### src/rtl/dsq_pkg.sv
// Shared types for the iterative divide / square-root unit.
// Assumes operand classification is done upstream and delivered as fcls_e.
package dsq_pkg;

    typedef enum logic [1:0] {
        CLS_NORM = 2'b00,
        CLS_ZERO = 2'b01,
        CLS_INF  = 2'b10,
        CLS_NAN  = 2'b11
    } fcls_e;

    typedef enum logic [1:0] {
        ST_IDLE = 2'b00,
        ST_ITER = 2'b01,
        ST_FIN  = 2'b10
    } dsq_state_e;

    // Outcome of the special-operand screen, latched at acceptance.
    typedef struct packed {
        logic  hit;
        fcls_e kind;
        logic  sign;
        logic  nv;
        logic  dz;
    } spec_t;

endpackage

### src/rtl/dsq_ctrl.sv
// Sequencer for the iterative divide / square-root unit.
// Accepts start only in idle. It runs (latency-1) recurrence steps, then one
// finish cycle, so done rises a fixed number of edges after acceptance.
// Assumes every latency parameter is at least 2.
module dsq_ctrl
    import dsq_pkg::*;
#(
    parameter int SP_DIV_LAT  = 29,
    parameter int SP_SQRT_LAT = 28,
    parameter int DP_DIV_LAT  = 58,
    parameter int DP_SQRT_LAT = 57
) (
    input  logic clk,
    input  logic rst_n,
    input  logic start,
    input  logic is_sqrt,
    input  logic is_dp,
    output logic busy,
    output logic load,
    output logic step,
    output logic finish,
    output logic done
);

    localparam int MAX_SP  = (SP_DIV_LAT > SP_SQRT_LAT) ? SP_DIV_LAT : SP_SQRT_LAT;
    localparam int MAX_DP  = (DP_DIV_LAT > DP_SQRT_LAT) ? DP_DIV_LAT : DP_SQRT_LAT;
    localparam int MAX_LAT = (MAX_SP > MAX_DP) ? MAX_SP : MAX_DP;
    localparam int CNT_W   = $clog2(MAX_LAT + 1);

    dsq_state_e       state;
    logic [CNT_W-1:0] cnt;
    logic [CNT_W-1:0] lat_sel;

    // Pick the total latency for the requested mode and precision.
    always_comb begin
        unique case ({is_dp, is_sqrt})
            2'b00:   lat_sel = CNT_W'(SP_DIV_LAT);
            2'b01:   lat_sel = CNT_W'(SP_SQRT_LAT);
            2'b10:   lat_sel = CNT_W'(DP_DIV_LAT);
            default: lat_sel = CNT_W'(DP_SQRT_LAT);
        endcase
    end

    assign busy   = (state != ST_IDLE);
    assign load   = start && (state == ST_IDLE);
    assign step   = (state == ST_ITER);
    assign finish = (state == ST_FIN);

    // State, step counter and completion pulse.
    always_ff @(posedge clk) begin
        if (!rst_n) begin
            state <= ST_IDLE;
            cnt   <= '0;
            done  <= 1'b0;
        end else begin
            done <= 1'b0;
            unique case (state)
                ST_IDLE: if (start) begin
                    state <= ST_ITER;
                    cnt   <= lat_sel - 1'b1;
                end
                ST_ITER: begin
                    cnt <= cnt - 1'b1;
                    if (cnt == CNT_W'(1)) state <= ST_FIN;
                end
                ST_FIN: begin
                    done  <= 1'b1;
                    state <= ST_IDLE;
                end
                default: state <= ST_IDLE;
            endcase
        end
    end

    // Independent latency monitor used only by the checks below.
    logic [CNT_W-1:0] mon_cnt;
    logic [CNT_W-1:0] mon_lat;
    always_ff @(posedge clk) begin
        if (!rst_n) begin
            mon_cnt <= '0;
            mon_lat <= '0;
        end else if (load) begin
            mon_cnt <= '0;
            mon_lat <= lat_sel;
        end else if (busy) begin
            mon_cnt <= mon_cnt + 1'b1;
        end
    end


    latency_match_chk: assert property (@(posedge clk) disable iff (!rst_n)
        done |-> (mon_cnt == mon_lat));


    busy_done_excl_chk: assert property (@(posedge clk) disable iff (!rst_n)
        !(busy && done));


    done_single_chk: assert property (@(posedge clk) disable iff (!rst_n)
        done |=> !done);


    start_ignored_chk: assert property (@(posedge clk) disable iff (!rst_n)
        (state == ST_ITER && cnt > CNT_W'(1)) |=>
            (state == ST_ITER && cnt == $past(cnt) - 1'b1));

endmodule

### src/rtl/dsq_special.sv
// Special-operand screen for divide and square root.
// Purely combinational. It decides whether the result bypasses the
// recurrence and, if so, its kind, sign and exception flags.
// Assumes class codes are valid fcls_e values.
module dsq_special
    import dsq_pkg::*;
(
    input  logic  is_sqrt,
    input  logic  a_sign,
    input  fcls_e a_cls,
    input  logic  b_sign,
    input  fcls_e b_cls,
    output spec_t spec
);

    logic q_sign;
    assign q_sign = a_sign ^ b_sign;

    // Priority decision: NaN in, invalid forms, infinities, zeros, normal.
    always_comb begin
        spec = '{hit: 1'b1, kind: CLS_NAN, sign: 1'b0, nv: 1'b0, dz: 1'b0};
        if (is_sqrt) begin
            if (a_cls == CLS_NAN) begin
                spec.kind = CLS_NAN;
            end else if (a_cls == CLS_ZERO) begin
                spec.kind = CLS_ZERO;
                spec.sign = a_sign;
            end else if (a_sign) begin
                spec.kind = CLS_NAN;
                spec.nv   = 1'b1;
            end else if (a_cls == CLS_INF) begin
                spec.kind = CLS_INF;
            end else begin
                spec.hit  = 1'b0;
                spec.kind = CLS_NORM;
            end
        end else begin
            if (a_cls == CLS_NAN || b_cls == CLS_NAN) begin
                spec.kind = CLS_NAN;
            end else if ((a_cls == CLS_ZERO && b_cls == CLS_ZERO) ||
                         (a_cls == CLS_INF  && b_cls == CLS_INF)) begin
                spec.kind = CLS_NAN;
                spec.nv   = 1'b1;
            end else if (b_cls == CLS_ZERO) begin
                spec.kind = CLS_INF;
                spec.sign = q_sign;
                spec.dz   = (a_cls == CLS_NORM);
            end else if (a_cls == CLS_INF) begin
                spec.kind = CLS_INF;
                spec.sign = q_sign;
            end else if (a_cls == CLS_ZERO || b_cls == CLS_INF) begin
                spec.kind = CLS_ZERO;
                spec.sign = q_sign;
            end else begin
                spec.hit  = 1'b0;
                spec.kind = CLS_NORM;
                spec.sign = q_sign;
            end
        end
    end

endmodule

### src/rtl/dsq_recur.sv
// Shared restoring recurrence for divide and square root.
// One subtractor serves both modes and retires one result bit per step.
// Division compares the remainder against the divisor. Square root brings
// down two radicand bits and compares against (root << 2) | 1.
// Assumes normalized significands (top bit set) and RES_W + 3 remainder bits.
module dsq_recur #(
    parameter  int MAN_W = 53,
    parameter  int EXP_W = 13,
    parameter  int RES_W = 57,
    localparam int REM_W = RES_W + 3,
    localparam int RAD_W = MAN_W + 1
) (
    input  logic             clk,
    input  logic             rst_n,
    input  logic             load,
    input  logic             step,
    input  logic             is_sqrt,
    input  logic [EXP_W-1:0] a_exp,
    input  logic [EXP_W-1:0] b_exp,
    input  logic [MAN_W-1:0] a_man,
    input  logic [MAN_W-1:0] b_man,
    output logic [RES_W-1:0] quo,
    output logic             rem_nz,
    output logic [EXP_W:0]   exp_res
);

    logic             sqrt_q;
    logic [REM_W-1:0] rem;
    logic [RES_W-1:0] qr;
    logic [RAD_W-1:0] opnd;
    logic [EXP_W:0]   exp_q;

    logic [REM_W-1:0] lhs, rhs, kept;
    logic [REM_W:0]   diff;
    logic             bit_ok;

    // Mode-specific operand steering into the shared subtractor.
    always_comb begin
        if (sqrt_q) begin
            lhs = {rem[REM_W-3:0], opnd[RAD_W-1:RAD_W-2]};
            rhs = REM_W'({qr, 2'b01});
        end else begin
            lhs = rem;
            rhs = REM_W'(opnd);
        end
        diff   = {1'b0, lhs} - {1'b0, rhs};
        bit_ok = ~diff[REM_W];
        kept   = bit_ok ? diff[REM_W-1:0] : lhs;
    end

    // Operand latch on acceptance and one recurrence step per busy cycle.
    always_ff @(posedge clk) begin
        if (!rst_n) begin
            sqrt_q <= 1'b0;
            rem    <= '0;
            qr     <= '0;
            opnd   <= '0;
            exp_q  <= '0;
        end else if (load) begin
            sqrt_q <= is_sqrt;
            qr     <= '0;
            if (is_sqrt) begin
                rem   <= '0;
                opnd  <= a_exp[0] ? {a_man, 1'b0} : {1'b0, a_man};
                exp_q <= {a_exp[EXP_W-1], a_exp[EXP_W-1], a_exp[EXP_W-1:1]};
            end else begin
                rem   <= REM_W'(a_man);
                opnd  <= {1'b0, b_man};
                exp_q <= {a_exp[EXP_W-1], a_exp} - {b_exp[EXP_W-1], b_exp};
            end
        end else if (step) begin
            qr <= {qr[RES_W-2:0], bit_ok};
            if (sqrt_q) begin
                rem  <= kept;
                opnd <= {opnd[RAD_W-3:0], 2'b00};
            end else begin
                rem  <= {kept[REM_W-2:0], 1'b0};
            end
        end
    end

    assign quo     = qr;
    assign rem_nz  = |rem;
    assign exp_res = exp_q;


    div_rem_bound_chk: assert property (@(posedge clk) disable iff (!rst_n)
        (step && !sqrt_q) |-> (rem < REM_W'({opnd, 1'b0})));


    sqrt_rem_bound_chk: assert property (@(posedge clk) disable iff (!rst_n)
        (step && sqrt_q) |-> (rem <= REM_W'({qr, 1'b0})));

endmodule

### src/rtl/fp_divsqrt_iter.sv
// Iterative floating-point divide / square-root unit (bit-serial mode).
// Ties the sequencer, the special-operand screen and the shared recurrence
// together, and registers the unrounded result on completion.
// Assumes normalized significands with the hidden one at bit MAN_W-1, and
// single-precision operands zero-padded in the low significand bits.
module fp_divsqrt_iter
    import dsq_pkg::*;
#(
    parameter  int MAN_W       = 53,
    parameter  int EXP_W       = 13,
    parameter  int SP_DIV_LAT  = 29,
    parameter  int SP_SQRT_LAT = 28,
    parameter  int DP_DIV_LAT  = 58,
    parameter  int DP_SQRT_LAT = 57,
    localparam int RES_W = ((DP_DIV_LAT > DP_SQRT_LAT) ? DP_DIV_LAT : DP_SQRT_LAT) - 1
) (
    input  logic             clk,
    input  logic             rst_n,
    input  logic             start,
    input  logic             is_sqrt,
    input  logic             is_dp,
    input  logic             a_sign,
    input  logic [1:0]       a_class,
    input  logic [EXP_W-1:0] a_exp,
    input  logic [MAN_W-1:0] a_man,
    input  logic             b_sign,
    input  logic [1:0]       b_class,
    input  logic [EXP_W-1:0] b_exp,
    input  logic [MAN_W-1:0] b_man,
    output logic             busy,
    output logic             done,
    output logic             res_sign,
    output logic [EXP_W:0]   res_exp,
    output logic [RES_W-1:0] res_man,
    output logic             res_sticky,
    output logic             res_zero,
    output logic             res_inf,
    output logic             res_nan,
    output logic             flag_nv,
    output logic             flag_dz
);

    localparam logic [RES_W-1:0] QNAN_MAN = RES_W'(1) << (RES_W - 2);

    logic             load, step, finish;
    spec_t            spec_c, spec_q;
    logic [RES_W-1:0] quo;
    logic             rem_nz;
    logic [EXP_W:0]   exp_core;

    dsq_ctrl #(
        .SP_DIV_LAT (SP_DIV_LAT),
        .SP_SQRT_LAT(SP_SQRT_LAT),
        .DP_DIV_LAT (DP_DIV_LAT),
        .DP_SQRT_LAT(DP_SQRT_LAT)
    ) u_ctrl (
        .clk    (clk),
        .rst_n  (rst_n),
        .start  (start),
        .is_sqrt(is_sqrt),
        .is_dp  (is_dp),
        .busy   (busy),
        .load   (load),
        .step   (step),
        .finish (finish),
        .done   (done)
    );

    dsq_special u_special (
        .is_sqrt(is_sqrt),
        .a_sign (a_sign),
        .a_cls  (fcls_e'(a_class)),
        .b_sign (b_sign),
        .b_cls  (fcls_e'(b_class)),
        .spec   (spec_c)
    );

    dsq_recur #(
        .MAN_W(MAN_W),
        .EXP_W(EXP_W),
        .RES_W(RES_W)
    ) u_recur (
        .clk    (clk),
        .rst_n  (rst_n),
        .load   (load),
        .step   (step),
        .is_sqrt(is_sqrt),
        .a_exp  (a_exp),
        .b_exp  (b_exp),
        .a_man  (a_man),
        .b_man  (b_man),
        .quo    (quo),
        .rem_nz (rem_nz),
        .exp_res(exp_core)
    );

    // Latch the special screen at acceptance and publish results at finish.
    always_ff @(posedge clk) begin
        if (!rst_n) begin
            spec_q     <= '0;
            res_sign   <= 1'b0;
            res_exp    <= '0;
            res_man    <= '0;
            res_sticky <= 1'b0;
            res_zero   <= 1'b0;
            res_inf    <= 1'b0;
            res_nan    <= 1'b0;
            flag_nv    <= 1'b0;
            flag_dz    <= 1'b0;
        end else begin
            if (load) spec_q <= spec_c;
            if (finish) begin
                res_sign <= spec_q.sign;
                flag_nv  <= spec_q.nv;
                flag_dz  <= spec_q.dz;
                res_zero <= spec_q.hit && (spec_q.kind == CLS_ZERO);
                res_inf  <= spec_q.hit && (spec_q.kind == CLS_INF);
                res_nan  <= spec_q.hit && (spec_q.kind == CLS_NAN);
                if (spec_q.hit) begin
                    res_exp    <= '0;
                    res_sticky <= 1'b0;
                    res_man    <= (spec_q.kind == CLS_NAN) ? QNAN_MAN : '0;
                end else begin
                    res_exp    <= exp_core;
                    res_sticky <= rem_nz;
                    res_man    <= quo;
                end
            end
        end
    end


    nan_canonical_chk: assert property (@(posedge clk) disable iff (!rst_n)
        res_nan |-> (!res_sign && res_man == QNAN_MAN && !res_sticky && res_exp == '0));


    dz_gives_inf_chk: assert property (@(posedge clk) disable iff (!rst_n)
        flag_dz |-> (res_inf && !flag_nv));


    kind_exclusive_chk: assert property (@(posedge clk) disable iff (!rst_n)
        $onehot0({res_zero, res_inf, res_nan}));


    idle_after_reset_chk: assert property (@(posedge clk) disable iff (!rst_n)
        $rose(rst_n) |-> (!busy && !done));

endmodule

### config.mk
export PLATFORM = sky130hd
export DESIGN_NAME = fp_divsqrt_iter
export DESIGN_NICKNAME = d
export VERILOG_FILES = /design/src/rtl/dsq_pkg.sv /design/src/rtl/dsq_ctrl.sv /design/src/rtl/dsq_special.sv /design/src/rtl/dsq_recur.sv /design/src/rtl/fp_divsqrt_iter.sv
export SDC_FILE = /design/constraint.sdc
export NUM_CORES = 1
export LEC_CHECK = 0
export BUFFER_PORTS_ARGS = -buffer_cell sky130_fd_sc_hd__buf_4
export CAP_MARGIN = 10
export CORE_MARGIN = 4
export CORE_UTILIZATION = 40
export DETAILED_ROUTE_END_ITERATION = 12
export HOLD_SLACK_MARGIN = 0.03
export MAX_ROUTING_LAYER = met4
export PLACE_DENSITY = 0.62
export SLEW_MARGIN = 20
export SYNTH_ARGS = -nofsm -noshare
export SYNTH_HDL_FRONTEND = slang
export SYNTH_SLANG_ARGS = --single-unit
### constraint.sdc
create_clock -name clk -period 6.81 [get_ports clk]
set_clock_uncertainty 0.05 [all_clocks]
set_input_delay 0.681 -clock clk [delete_from_list [all_inputs] [get_ports clk]]
set_output_delay 0.681 -clock clk [all_outputs]
set_load 0.005 [all_outputs]
==> results.toml <==
[yosys]
synth.avg_cell_area_um2 = 7.67
yosysWarningCount = 0
synthTopCellsByArea = "dfxtp_1 30%, a21oi_1 10%, nand2_1 6.3%, mux2i_1 6.0%, ha_1 5.2%"
synth_edf_count = 0
yosysSeqAreaShare = 0.295
syn-instance-count = 2469
synth_nets = 2692
synth_area_leader_cell = "dfxtp_1"
yosysTopAreaCellShare = 0.295
synth_ff_type = "dfxtp_1"
ys_ff_latch = 279
syn-cell-area_um2 = 18900
async_flop_share = 0
synthDistinctLibCells = 90

[power_and_ir_drop]
power.leakage_nw = 8.59
p_total_w = 0.00839
peakVddDrop_mv = 0.297
powerDensity_nw_per_um2 = 381

[clock_network]
clk_latency_ns = 0.55
tritoncts = "done"
cts_max_level = 2
post_cts_buffers = 0
clockRootBuffer = "clkbuf_16"
cts_resized = 0
clk_path_buf_depth = 3
cts_num_sinks = 279
cts_hold_buf = 0
clk_pin_slew_ns = 0.06
numCtsBuffers = 36

[detailed_routing]
drt_wl_total_mm = 67.6
drt-pass1-iter-count = 6
viasPerCell = 5.91
vias = 18800
drtIter0Drc = 1273
wl_per_cell_um = 21.2
drc_errors = 0
final_antenna_net_count = 0

[min_path]
hold_class = "primary input to flop"

[setup_path]
cp_slowest_cell = "dfxtp_4"
path_buf_inv = 1
worstPathRequired_ns = 7.17
cp-end-kind = "flop"
cp_max_fo = 61
crit_family = "compound AO/OA/AOI/OAI gates"
start_kind = "flop"
cp_slowest_stage_delay_ns = 0.68
path_class = "flop to flop"
cp_data_arrival_time_ns = 5.73
path_cells = "buf_4, mux2_2, ha_1, a21oi_1, o211ai_1, a21oi_1, o21ai_2, nand4_1, a21bo_1, nand2_8, mux2_2, a221oi_1, a31oi_1"

[floorplan]
start_util = 0.406
fp.dieH_um = 226
io_pins = 223
rows = 79
coreArea_um2 = 46700
die_w_um = 226
die_area_um2 = 50900

[global_route]
grt_util_met1 = 0.342
grt_busiest_layer = "met2"
grt_use_total = 0.263
use_met2 = 0.427
met3_usage = 0.0383
grt_max_degree = 92
grt_pass1_wl_mm = 104
grt_pass1_vias = 18400
antenna_found_initial = 0
overflow = 0

[timing]
max-slew-margin-rel = 0.258
setup_slack_ns = 1.44
worst_pin_slew_ns = 1.11
fin_tns_setup_ns = 0
setup_viol_count_final = 0
hold_viol = 0
slew_viol_final = 0
fin_crit_sh = 0.788
period_minus_slack_ns = 5.37
timing.fmax_ghz = 0.186
rsz0062_at_grt = "false"

[place]
place_inst = 3127
gp_congestion = 0.959
dp_slack_ns = 1.58
hpwl_mm = 47.4
io_buffer_count = 222

[finish]
final_common_cell = "a21oi_1"
antenna_cells = 0
final_nets = 2781
final_cell_mix = "381 x a21oi_1, 314 x nand2_1, 277 x dfxtp_1, 248 x buf_4, 201 x nor2_1"
area_growth_pct = 16.2
drive_above_1_share = 0.159
final_cell_count_no_fill = 3187

[job]
maxCapViolCount = 0

[outcome]
outcome = "finished clean"
final cells by class:
class,count,area (um^2)
sequential,279,5590
multi-input combinational,1943,12400
fill,4677,24700
clock inverter,9,108
timing repair buffer,250,1900
clock buffer,51,1060
inverter,48,184
tap,607,759
per-stage QoR:
step	instance area, um^2	hold WS, ns	utilization
2_1_floorplan	18900	0.379	-
3_3_place_gp	20800	0.390	0.446
3_5_place_dp	20800	0.395	0.446
4_1_cts	22000	0.353	0.471
5_1_grt	22000	0.377	0.471
6_report	22000	0.374	0.471
cell usage after synthesis, types with 9 or more instances:
library cell / n
nand2_1: 316
nor2b_1: 10
and3_1: 17
a21oi_1: 381
nor4_1: 20
xor2_1: 18
nor3_1: 46
o21ai_0: 115
a211oi_1: 125
ha_1: 78
nor2_1: 206
and2_1: 9
mux2_2: 60
dfxtp_1: 279
a31oi_1: 16
xnor2_1: 40
nand3b_1: 70
o211ai_1: 17
a221oi_1: 16
mux2i_1: 113
buf_2: 19
a22oi_1: 18
inv_1: 46
nand3_1: 28
nand4_1: 24
a21o_1: 33
clkbuf_1: 152
buf_1: 18
o21a_1: 9
o21bai_1: 17
where the power goes:
part           switching [W]  internal, W  leakage (nW)  total [W]
logic                0.00277      0.00174          5.75    0.00450
registers           0.000189      0.00179          2.28    0.00198
clock network       0.000756      0.00115         0.570    0.00191
path summary, 6_finish.rpt:
check	startpoint	slack, ns	cells after the start	to
worst max register to register	u_recur.sqrt_q$_SDFFE_PN0P_	1.44	13	u_recur.rem[45]$_SDFFE_PN0P_
worst min-delay path	a_man[28]	0.37	3	u_recur.rem[28]$_SDFFE_PN0P_
worst min register to register	res_man[42]$_SDFFE_PN0P_	0.40	2	res_man[42]$_SDFFE_PN0P_
worst max-delay path	u_recur.sqrt_q$_SDFFE_PN0P_	1.44	13	u_recur.rem[45]$_SDFFE_PN0P_
tightest hold or removal path: stages:
cell and delay [ns]:
buf_4 0.10, a21oi_1 0.05, a21oi_1 0.10
cell families (layout without fill, tap and decap cells):
| family | Yosys count | count (layout) | synth area share |
|---|---|---|---|
| flops | 279 | 279 | 0.295 |
| buf+inv | 247 | 358 | 0.0536 |
| fa+ha+maj | 80 | 80 | 0.0537 |
| simple gates | 783 | 783 | 0.192 |
| compound gates | 840 | 840 | 0.277 |
| mux | 182 | 182 | 0.102 |
| xor+xnor | 58 | 58 | 0.0268 |
flip-flops by register name (all words and copies together) (netlist names):
register	flops
flag_dz	1
flag_nv	1
res_exp	14
res_inf	1
res_man	57
res_nan	1
res_sign	1
res_sticky	1
res_zero	1
spec_q	6
u_ctrl.cnt	6
u_ctrl.done	1
u_ctrl.state	2
u_recur.exp_res	14
u_recur.opnd	54
u_recur.quo	57
u_recur.rem	60
u_recur.sqrt_q	1
per-layer routing:
layer / vias to the layer above / part of all wire
met5: - / 0
met4: 0 / 0.026
met3: 121 / 0.062
met2: 602 / 0.47
met1: 8934 / 0.44
li1: 9190 / -
(Power assumes the default switching activity.)
